File: config.mk
export PLATFORM = sky130hd
export DESIGN_NAME = dbi_serial_engine
export DESIGN_NICKNAME = d
export VERILOG_FILES = /design/src/rtl/dbi_pkg.sv /design/src/rtl/dbi_byte_shifter.sv /design/src/rtl/dbi_panel_reset.sv /design/src/rtl/dbi_serial_engine.sv
export SDC_FILE = /design/constraint.sdc
export NUM_CORES = 1
export LEC_CHECK = 0
export BUFFER_PORTS_ARGS = -buffer_cell sky130_fd_sc_hd__buf_4
export CORE_MARGIN = 3
export CORE_UTILIZATION = 40
export DETAILED_ROUTE_END_ITERATION = 12
export GPL_ROUTABILITY_DRIVEN = 0
export SLEW_MARGIN = 20
export SYNTH_ARGS = -nofsm -noshare
export SYNTH_HDL_FRONTEND = slang
export SYNTH_HIERARCHICAL = 1
export SYNTH_SLANG_ARGS = --single-unit
File: constraint.sdc
create_clock -name clk -period 8.1 [get_ports clk]
set_input_delay 2.025 -clock clk [delete_from_list [all_inputs] [get_ports clk]]
set_output_delay 2.025 -clock clk [all_outputs]
set_load 0.1 [all_outputs]
File: src/rtl/dbi_pkg.sv
package dbi_pkg;

  localparam logic [7:0] OP_GET_ID     = 8'h04;
  localparam logic [7:0] OP_GET_STATUS = 8'h09;
  localparam logic [7:0] OP_MEM_WRITE  = 8'h2C;

  typedef enum logic [2:0] {
    ST_IDLE, ST_OP, ST_PFETCH, ST_PFETCH2, ST_PSEND, ST_RSHIFT, ST_ROUT, ST_END
  } eng_state_t;

  typedef enum logic [1:0] {RS_IDLE, RS_LOW, RS_WAIT, RS_DONE} rst_state_t;

  // opcodes answered by the panel
  function automatic logic op_is_read(input logic [7:0] op);
    case (op)
      8'h2E, 8'h3E, 8'h04, 8'h09, 8'h0A, 8'h0B, 8'h0C, 8'h0D, 8'h0E, 8'h0F,
      8'h06, 8'h07, 8'h08, 8'h45, 8'h52, 8'h54, 8'h56, 8'h5F, 8'hA1, 8'hA8:
        return 1'b1;
      default: return 1'b0;
    endcase
  endfunction

  // reply length per read opcode
  function automatic logic [2:0] op_reply_len(input logic [7:0] op);
    case (op)
      8'h2E, 8'h3E: return 3'd2;
      OP_GET_ID:    return 3'd3;
      OP_GET_STATUS: return 3'd4;
      default:      return 3'd1;
    endcase
  endfunction

  // replies preceded by one dummy bit
  function automatic logic op_late_reply(input logic [7:0] op);
    return (op == OP_GET_ID) || (op == OP_GET_STATUS);
  endfunction

endpackage

File: src/rtl/dbi_byte_shifter.sv
module dbi_byte_shifter #(
  parameter int WR_HALF = 2,
  parameter int RD_HALF = 8
) (
  input  logic       clk,
  input  logic       rst_n,
  input  logic       start,
  input  logic       slow,
  input  logic [7:0] tx_byte,
  input  logic       miso,
  output logic       sclk,
  output logic       mosi,
  output logic       done,
  output logic [7:0] rx_byte
);
  localparam int HMAX = (RD_HALF > WR_HALF) ? RD_HALF : WR_HALF;
  localparam int CW   = $clog2(HMAX) + 1;

  logic          act_q, act_n, slow_q, slow_n, sclk_q, sclk_n, done_q, done_n;
  logic [7:0]    sh_q, sh_n, rx_q, rx_n;
  logic [2:0]    bit_q, bit_n;
  logic [CW-1:0] cnt_q, cnt_n, lim;

  assign lim = slow_q ? CW'(RD_HALF - 1) : CW'(WR_HALF - 1);

  always_comb begin
    act_n = act_q; slow_n = slow_q; sclk_n = sclk_q; done_n = 1'b0;
    sh_n = sh_q; rx_n = rx_q; bit_n = bit_q; cnt_n = cnt_q;
    if (start) begin
      act_n = 1'b1; slow_n = slow; sclk_n = 1'b0;
      sh_n = tx_byte; bit_n = '0; cnt_n = '0;
    end else if (act_q) begin
      if (cnt_q == lim) begin
        cnt_n = '0;
        if (!sclk_q) begin
          sclk_n = 1'b1;
          rx_n   = {rx_q[6:0], miso};
        end else begin
          sclk_n = 1'b0;
          if (bit_q == 3'd7) begin
            act_n  = 1'b0;
            done_n = 1'b1;
          end else begin
            bit_n = bit_q + 3'd1;
            sh_n  = {sh_q[6:0], 1'b0};
          end
        end
      end else begin
        cnt_n = cnt_q + CW'(1);
      end
    end
  end

  always_ff @(posedge clk or negedge rst_n) begin
    if (!rst_n) begin
      act_q <= 1'b0; slow_q <= 1'b0; sclk_q <= 1'b0; done_q <= 1'b0;
      sh_q <= '0; rx_q <= '0; bit_q <= '0; cnt_q <= '0;
    end else begin
      act_q <= act_n; slow_q <= slow_n; sclk_q <= sclk_n; done_q <= done_n;
      sh_q <= sh_n; rx_q <= rx_n; bit_q <= bit_n; cnt_q <= cnt_n;
    end
  end

  assign sclk    = sclk_q;
  assign mosi    = sh_q[7];
  assign done    = done_q;
  assign rx_byte = rx_q;
endmodule

File: src/rtl/dbi_panel_reset.sv
module dbi_panel_reset
  import dbi_pkg::*;
#(
  parameter int LOW_CYC  = 2000,
  parameter int WAIT_CYC = 12000000
) (
  input  logic clk,
  input  logic rst_n,
  input  logic start,
  output logic panel_rst_n,
  output logic ready
);
  localparam int LMAX = (LOW_CYC > WAIT_CYC) ? LOW_CYC : WAIT_CYC;
  localparam int CW   = $clog2(LMAX + 1);

  rst_state_t    st_q, st_n;
  logic [CW-1:0] cnt_q, cnt_n;

  always_comb begin
    st_n = st_q; cnt_n = cnt_q;
    case (st_q)
      RS_IDLE, RS_DONE: if (start) begin st_n = RS_LOW; cnt_n = '0; end
      RS_LOW: begin
        if (cnt_q == CW'(LOW_CYC - 1)) begin st_n = RS_WAIT; cnt_n = '0; end
        else cnt_n = cnt_q + CW'(1);
      end
      RS_WAIT: begin
        if (cnt_q == CW'(WAIT_CYC - 1)) begin st_n = RS_DONE; cnt_n = '0; end
        else cnt_n = cnt_q + CW'(1);
      end
      default: st_n = RS_IDLE;
    endcase
  end

  always_ff @(posedge clk or negedge rst_n) begin
    if (!rst_n) begin
      st_q <= RS_IDLE; cnt_q <= '0;
    end else begin
      st_q <= st_n; cnt_q <= cnt_n;
    end
  end

  assign panel_rst_n = (st_q != RS_LOW);
  assign ready       = (st_q == RS_DONE);
endmodule

File: src/rtl/dbi_serial_engine.sv
module dbi_serial_engine
  import dbi_pkg::*;
#(
  parameter int WR_HALF      = 2,
  parameter int RD_HALF      = 8,
  parameter int LEN_W        = 16,
  parameter int RST_LOW_CYC  = 2000,
  parameter int RST_WAIT_CYC = 12000000
) (
  input  logic             clk,
  input  logic             rst_n,
  input  logic             req_valid,
  output logic             req_ready,
  input  logic [7:0]       req_opcode,
  input  logic [LEN_W-1:0] req_len,
  input  logic             req_swap,
  output logic             req_err,
  input  logic             par_valid,
  output logic             par_ready,
  input  logic [7:0]       par_data,
  output logic             rd_valid,
  input  logic             rd_ready,
  output logic [7:0]       rd_data,
  output logic             busy,
  output logic             sclk,
  output logic             mosi,
  input  logic             miso,
  output logic             cs_n,
  output logic             dc,
  input  logic             rst_start,
  output logic             panel_rst_n,
  output logic             panel_ready
);
  eng_state_t       st_q, st_n;
  logic [LEN_W-1:0] rem_q, rem_n;
  logic             pair_q, pair_n, rd_q, rd_n, late_q, late_n, first_q, first_n;
  logic             pend_q, pend_n, dc_q, dc_n, err_q, err_n;
  logic [7:0]       hold_q, hold_n, out_q, out_n;
  logic [6:0]       prev_q, prev_n;
  logic [2:0]       ocnt_q, ocnt_n, nrd_q, nrd_n;

  logic       sh_start, sh_slow, sh_done;
  logic [7:0] sh_tx, sh_rx;
  logic       dec_rd, dec_late, bad_len;
  logic [2:0] dec_len;

  assign dec_rd   = op_is_read(req_opcode);
  assign dec_late = op_late_reply(req_opcode);
  assign dec_len  = op_reply_len(req_opcode);
  assign bad_len  = dec_rd && dec_late && (req_len != LEN_W'(dec_len));

  always_comb begin
    st_n = st_q; rem_n = rem_q; pair_n = pair_q; rd_n = rd_q; late_n = late_q;
    first_n = first_q; pend_n = pend_q; dc_n = dc_q; err_n = 1'b0;
    hold_n = hold_q; out_n = out_q; prev_n = prev_q; ocnt_n = ocnt_q; nrd_n = nrd_q;
    sh_start = 1'b0; sh_tx = 8'h00; sh_slow = rd_q;
    case (st_q)
      ST_IDLE: if (req_valid) begin
        if (bad_len) err_n = 1'b1;
        else begin
          rd_n = dec_rd; late_n = dec_late; nrd_n = dec_len; rem_n = req_len;
          pair_n = (req_opcode == OP_MEM_WRITE) && !req_swap; dc_n = 1'b0;
          sh_start = 1'b1; sh_tx = req_opcode; sh_slow = dec_rd; st_n = ST_OP;
        end
      end
      ST_OP: if (sh_done) begin
        if (rd_q) begin
          sh_start = 1'b1; first_n = late_q; ocnt_n = '0; st_n = ST_RSHIFT;
        end else if (rem_q == '0) st_n = ST_END;
        else st_n = ST_PFETCH;
      end
      ST_PFETCH: if (par_valid) begin
        if (pair_q && rem_q >= LEN_W'(2)) begin
          hold_n = par_data; st_n = ST_PFETCH2;
        end else begin
          dc_n = 1'b1; sh_start = 1'b1; sh_tx = par_data; st_n = ST_PSEND;
        end
      end
      ST_PFETCH2: if (par_valid) begin
        dc_n = 1'b1; sh_start = 1'b1; sh_tx = par_data; pend_n = 1'b1; st_n = ST_PSEND;
      end
      ST_PSEND: if (sh_done) begin
        rem_n = rem_q - LEN_W'(1);
        if (pend_q) begin
          sh_start = 1'b1; sh_tx = hold_q; pend_n = 1'b0;
        end else if (rem_q == LEN_W'(1)) st_n = ST_END;
        else st_n = ST_PFETCH;
      end
      ST_RSHIFT: if (sh_done) begin
        prev_n = sh_rx[6:0];
        if (first_q) begin
          first_n = 1'b0; sh_start = 1'b1;
        end else begin
          out_n = late_q ? {prev_q, sh_rx[7]} : sh_rx;
          st_n  = ST_ROUT;
        end
      end
      ST_ROUT: if (rd_ready) begin
        if (ocnt_q == nrd_q - 3'd1) st_n = ST_END;
        else begin
          ocnt_n = ocnt_q + 3'd1; sh_start = 1'b1; st_n = ST_RSHIFT;
        end
      end
      ST_END:  st_n = ST_IDLE;
      default: st_n = ST_IDLE;
    endcase
  end

  always_ff @(posedge clk or negedge rst_n) begin
    if (!rst_n) begin
      st_q <= ST_IDLE; rem_q <= '0; pair_q <= 1'b0; rd_q <= 1'b0; late_q <= 1'b0;
      first_q <= 1'b0; pend_q <= 1'b0; dc_q <= 1'b0; err_q <= 1'b0;
      hold_q <= '0; out_q <= '0; prev_q <= '0; ocnt_q <= '0; nrd_q <= '0;
    end else begin
      st_q <= st_n; rem_q <= rem_n; pair_q <= pair_n; rd_q <= rd_n; late_q <= late_n;
      first_q <= first_n; pend_q <= pend_n; dc_q <= dc_n; err_q <= err_n;
      hold_q <= hold_n; out_q <= out_n; prev_q <= prev_n; ocnt_q <= ocnt_n; nrd_q <= nrd_n;
    end
  end

  dbi_byte_shifter #(.WR_HALF(WR_HALF), .RD_HALF(RD_HALF)) u_shift (
    .clk(clk), .rst_n(rst_n), .start(sh_start), .slow(sh_slow), .tx_byte(sh_tx),
    .miso(miso), .sclk(sclk), .mosi(mosi), .done(sh_done), .rx_byte(sh_rx)
  );

  dbi_panel_reset #(.LOW_CYC(RST_LOW_CYC), .WAIT_CYC(RST_WAIT_CYC)) u_prst (
    .clk(clk), .rst_n(rst_n), .start(rst_start),
    .panel_rst_n(panel_rst_n), .ready(panel_ready)
  );

  assign req_ready = (st_q == ST_IDLE);
  assign par_ready = (st_q == ST_PFETCH) || (st_q == ST_PFETCH2);
  assign rd_valid  = (st_q == ST_ROUT);
  assign rd_data   = out_q;
  assign busy      = (st_q != ST_IDLE);
  assign cs_n      = (st_q == ST_IDLE) || (st_q == ST_END);
  assign dc        = dc_q;
  assign req_err   = err_q;
endmodule

After elaboration in Yosys (flattened, before gate mapping)
Index checks and enable logic that the tools add are counted.
- register bits: 108
- input bits: 40
- output and inout bits: 19
- word-level logic and storage cells: 231
- $add $sub $neg: 6
- magnitude comparators: 1
- equality and inequality tests: 56
- muxes and demuxes: 103
- bitwise logic cells: 4
- reduce and logical (&&, ||, !) cells: 37
- operator list (cell ; number):
    2-to-1 mux 8 bit ; 13
    2-to-1 mux 24 bit ; 3
    2-to-1 mux 3 bit ; 24
    case mux 24 bit (3 select lines) ; 1
    == test 8 x 4 -> 1 bit (second input constant) ; 8
    2-to-1 mux 16 bit ; 3
    2-to-1 mux 1 bit ; 42
    == test 8 x 7 -> 1 bit (second input constant) ; 5
    case mux 16 bit (2 select lines) ; 1
    case mux 8 bit (4 select lines) ; 1
    adder 24 x 1 -> 24 bit (second input constant) ; 1
    == test 24 x 11 -> 1 bit (second input constant) ; 1
    == test 24 bit (second input constant) ; 1
    == test 8 x 3 -> 1 bit (second input constant) ; 3
    == test 8 x 6 -> 1 bit (second input constant) ; 3
    case mux 3 bit (8 select lines) ; 1
    != test 2 bit (second input constant) ; 11
    OR reduction 20 bit ; 1
    == test 16 x 1 -> 1 bit (second input constant) ; 1
    == test 8 bit (second input constant) ; 2
    greater-or-equal comparator 16 x 2 -> 1 bit (second input constant) ; 1
    zero test 16 bit ; 1
    != test 16 x 3 -> 1 bit ; 1
    AND reduction 4 bit ; 4
    34 further kinds ; 74

Longest topological paths before layout
- depth in word-level cells: 10
- mapped depth: 13
- gate-level depth less buffers: 10

Cells and area by module
The synthesis kept the hierarchy.
- by module, submodules not included (module ; instances ; cells each ; area an instance (um^2) ; seq. area each (um^2)):
    dbi_serial_engine ; 1 ; 372 ; 3495.9 ; 1376.3
    dbi_panel_reset ; 1 ; 178 ; 1577.8 ; 650.6
    dbi_byte_shifter ; 1 ; 96 ; 1223.7 ; 675.6

Least setup slack after synthesis
Ideal clock, no wire load.
- kind: input to register
- start: input req_opcode[4]
- end: register u_shift.rx_q[0] (netlist: u_shift/rx_byte[0])
- setup time: 0.125 ns
- arrival: 4.856 ns
- data required time: 7.975 ns
- slack: 3.119 ns
- cell stages on the path: 12
- buffers on the path: 3
- cell sequence: or4_1 -> buf_4 -> nor3_4 -> nor3_1 -> o2111ai_2 -> buf_6 -> nand2_2 -> or4_1 -> nand2b_1 -> or3_1 -> buf_2 -> mux2_2
- longest elaborated chain between the ends: 10
- elaborated cells on any way between the ends: 33
- those cells by class: eq/ne: 21; mux: 5; bitwise: 1; reduce/logical: 6
- ends and longest elaborated chain (item ; line ; RTL):
    from (decl) ; dbi_serial_engine.sv:14 ; input logic [7:0] req_opcode,
    == test 8 x 6 -> 1 bit, or another cell as far along ; dbi_pkg.sv:15, dbi_pkg.sv:25 ;
    OR reduction 2 bit or OR reduction 20 bit (tied branches) ; dbi_pkg.sv:25, dbi_pkg.sv:15 ;
    case mux 3 bit (3 select lines) or 2-to-1 mux 1 bit (tied branches) ; dbi_pkg.sv:25, dbi_pkg.sv:15 ;
    != test 16 x 3 -> 1 bit or logical AND 1 bit (tied branches) ; dbi_serial_engine.sv:50 ; assign bad_len = dec_rd && dec_late && (req_len != LEN_W'(dec_len));
    logical AND 1 bit * ; dbi_serial_engine.sv:50 ;
    2-to-1 mux 1 bit * ; dbi_serial_engine.sv:59 ; if (bad_len) err_n = 1'b1;
    2-to-1 mux 1 bit * ; dbi_serial_engine.sv:58 ; ST_IDLE: if (req_valid) begin
    case mux 1 bit (7 select lines) * ; dbi_serial_engine.sv:57 ; case (st_q)
    via sh_start ; dbi_serial_engine.sv:42 ; logic sh_start, sh_slow, sh_done;
    inverter 1 bit (no source line) * ; n/a ;
    AND reduction 4 bit (no source line) * ; n/a ;
    to (signal assigned) ; dbi_byte_shifter.sv:60 ; sh_q <= sh_n; rx_q <= rx_n; bit_q <= bit_n; cnt_q <= cnt_n;
    to (decl) ; dbi_byte_shifter.sv:20 ; logic [7:0] sh_q, sh_n, rx_q, rx_n;
Mark *: on every way through the listed nets, which the timed path passes. The rest lies on a longest branch.
A chain may end at the register's enable or synchronous reset.

Worst setup path after layout
- start: input req_opcode[4]
- end: register u_shift.rx_q[3] (netlist: u_shift/rx_byte[3])
The elaborated chain is that of the path after synthesis.

==> results.json <==
{
  "grt.total_usage_pct": 17.4,
  "critical_path_required_ns": 8.34,
  "fillers": 1469,
  "num_vias": 5131,
  "tightest_slew_ns": 1.02,
  "fin_crit_ns": 6.30,
  "synthArstFlopShare_pct": 100,
  "whs_ns": 0.480,
  "htreeDepth": 3,
  "startpoint_type": "input port",
  "ir_drop_v": 0.000173,
  "dpl.hpwl_mm": 10.6,
  "ys_seq_elements": 108,
  "synth.distinct_cells": 73,
  "hold_viol": 0,
  "grt_max_degree": 71,
  "die_y_um": 131,
  "worst_skew_pair.late_latency_ns": 0.35,
  "finalSetupViolCount": 0,
  "rsz0062_at_grt": "no",
  "cts_tree": "built",
  "cts_buffers": 9,
  "diodes": 0,
  "ant_nets": 0,
  "synth_area_per_cell_um2": 9.75,
  "drive_gt1_share_pct": 17.6,
  "cts_buffer_depth": 2,
  "syn_nets": 700,
  "fin_worst_skew_ns": 0.00661,
  "hold_class": "reg -> reg",
  "wl_mm": 14.9,
  "post_cts_buffers": 0,
  "cellPowerDensity_mw_per_mm2": 325,
  "cts_root_buffer": "clkbuf_16",
  "rows": 45,
  "post_drt_via_cell_ratio": 5.71,
  "ios": 59,
  "firstDrtPassIters": 5,
  "nets": 736,
  "grt-ovfl-total": 0,
  "first_iter_violations": 469,
  "pre_cts_slack_ns": 1.46,
  "cp_max_fo": 23,
  "synth_edf_count": 0,
  "yosysSeqAreaShare_pct": 42.9,
  "cts_num_sinks": 108,
  "critPathArrivalTime_ns": 6.55,
  "fmax_mhz": 159,
  "maxCapViolations": 0,
  "clk_pin_slew_ns": 0.07,
  "avgRoutedWirePerCell_um": 16.6,
  "port_buffers": 58,
  "timing.final.max_slew_violations": 0,
  "core_area_mm2": 0.0153,
  "relSlewSlack_pct": 31.9,
  "synth_ff_type": "dfrtp_1",
  "grt_pass1_vias": 5101,
  "fin_setup_tns_ns": 0,
  "syn_to_final_growth_pct": 13.0,
  "fin_crit_sh_pct": 77.8,
  "status": "finished, final reports clean",
  "synthCells": 646,
  "cts_hold_buf": 0,
  "p_leak_uw": 0.00320,
  "post_cts_resized": 0,
  "worst_slack_ns": 1.80,
  "synth_area_mm2": 0.00630,
  "setup.worst_path.class": "in -> reg",
  "die-area_mm2": 0.0173,
  "ys_warn_count": 6,
  "initial_core_util_pct": 41.1,
  "drc": 0,
  "grt_pass1_wl_mm": 25.3,
  "antenna_found_initial": 0,
  "chipWidth_um": 131,
  "final_util_pct": 46.5,
  "end_kind": "flop"
}
final cells by class:
| cell class | instances | area [um^2] | area share, % |
|---|---|---|---|
| Clock buffer | 10 | 229 | 3.22 |
| Tap cell | 211 | 264 | 3.71 |
| Sequential cell | 108 | 2700 | 38.0 |
| Multi-Input combinational cell | 483 | 3330 | 46.8 |
| Timing Repair Buffer | 59 | 443 | 6.23 |
| Clock inverter | 6 | 70.1 | 0.985 |
| Inverter | 21 | 78.8 | 1.11 |
worst paths after layout:
path                               start                  to  slack (ns)  cells past startpoint
setup reg to reg                 st_q[1]  u_shift/rx_byte[3]        3.76                      9
setup / recovery           req_opcode[4]  u_shift/rx_byte[3]        1.80                     10
min in group asynchronous          rst_n          rd_data[4]        1.65                      1
hold / removal                rd_data[3]          rd_data[3]        0.48                      2
hold reg to reg               rd_data[3]          rd_data[3]        0.48                      2
max in group asynchronous          rst_n     u_shift/sh_q[2]        5.16                      2
critical path, cell delays in order:
cell	delay, ns
buf_4	0.13
or4_1	0.71
nor3_4	0.25
nor3_1	0.09
o2111ai_2	0.78
nand2_2	0.37
or4_1	0.98
nand2b_1	0.35
or3_1	0.51
mux2_2	0.34
through the flow:
| stage | instance area, um^2 | std cells | total power, uW |
|---|---|---|---|
| after global routing | 7110 | 898 | 2480 |
| after CTS | 7110 | 898 | 2330 |
| after detailed placement | 6820 | 882 | 1870 |
| final | 7110 | 898 | 2320 |
| after floorplan | 6300 | 646 | 1680 |
| after global placement | 6820 | 882 | 1840 |
state kept, by name, indices dropped and copies added, names as in the netlist, 2 cells and up:
signal	count
hold_q	8
st_q	3
ocnt_q	3
rem_q	16
prev_q	7
u_shift/rx_byte	8
u_shift/bit_q	3
nrd_q	3
u_shift/sh_q	8
u_prst/cnt_q	24
u_prst/st_q	2
u_shift/cnt_q	4
rd_data	8
layout by cell type (no fill, tap or decap), types with 13 or more instances in the layout:
master / netlist / final
nor3_1: 17 / 17
mux2_2: 30 / 30
ha_1: 14 / 14
nor2_1: 49 / 49
a22o_1: 16 / 16
o21ai_0: 27 / 27
and3_1: 16 / 16
nand3_1: 24 / 24
inv_1: 20 / 20
a31oi_1: 25 / 25
dfrtp_1: 108 / 108
nand2_1: 44 / 44
a21oi_1: 38 / 38
buf_4: 3 / 59
mux2i_1: 13 / 13
metal layers:
metal  global-route usage [%]  wire length (um)  share of wire [%]  up-vias
met1                     24.3              7170                 48     2512
met4                     6.65               286                1.9        0
met3                     2.91               547                3.7       21
li1                         -                 -                  -     2484
met5                        0                 0                  0        -
met2                     27.3              6860                 46      114
where the power goes:
part           total [uW]  internal (uW)  switching, uW
clock network         450            243            206
logic                1000            373            631
registers             862            683            179
total                2320           1300           1020
cell families (layout without fill, tap and decap cells):
logic type	count (synthesis)	count (layout)	share of synthesized area (%)
fa+ha+maj	14	14	2.78
compound gates	183	183	20.8
buf+inv	55	96	4.25
mux	49	49	8.50
simple gates	230	230	19.7
flops	108	108	42.9
xor+xnor	7	7	0.974
cells in the mapped netlist (4+ instances only):
| cell | count | area (um^2) |
|---|---|---|
| dfrtp_1 | 108 | 2700 |
| nor2_1 | 49 | 184 |
| nand2_1 | 44 | 165 |
| a21oi_1 | 38 | 190 |
| mux2_2 | 30 | 338 |
| o21ai_0 | 27 | 135 |
| a31oi_1 | 25 | 156 |
| nand3_1 | 24 | 120 |
| clkbuf_1 | 20 | 75.1 |
| inv_1 | 20 | 75.1 |
| nor3_1 | 17 | 85.1 |
| a22o_1 | 16 | 140 |
| and3_1 | 16 | 100 |
| ha_1 | 14 | 175 |
| mux2i_1 | 13 | 130 |
| a21o_1 | 10 | 75.1 |
| a221o_1 | 10 | 100 |
| nand2b_1 | 10 | 62.6 |
| o22a_1 | 10 | 87.6 |
| and2_1 | 9 | 56.3 |
| nor2b_1 | 9 | 56.3 |
| a22oi_1 | 8 | 60.1 |
| nor3b_1 | 8 | 60.1 |
| nor4_1 | 8 | 50.1 |
| buf_6 | 6 | 67.6 |
| mux2_1 | 6 | 67.6 |
| o211ai_1 | 6 | 45.0 |
| xnor2_1 | 6 | 52.6 |
| or3_1 | 5 | 31.3 |
| or4_1 | 5 | 37.5 |
| buf_2 | 4 | 20.0 |
| nand3b_1 | 4 | 30.0 |
Power figures use the tool's default switching activity.
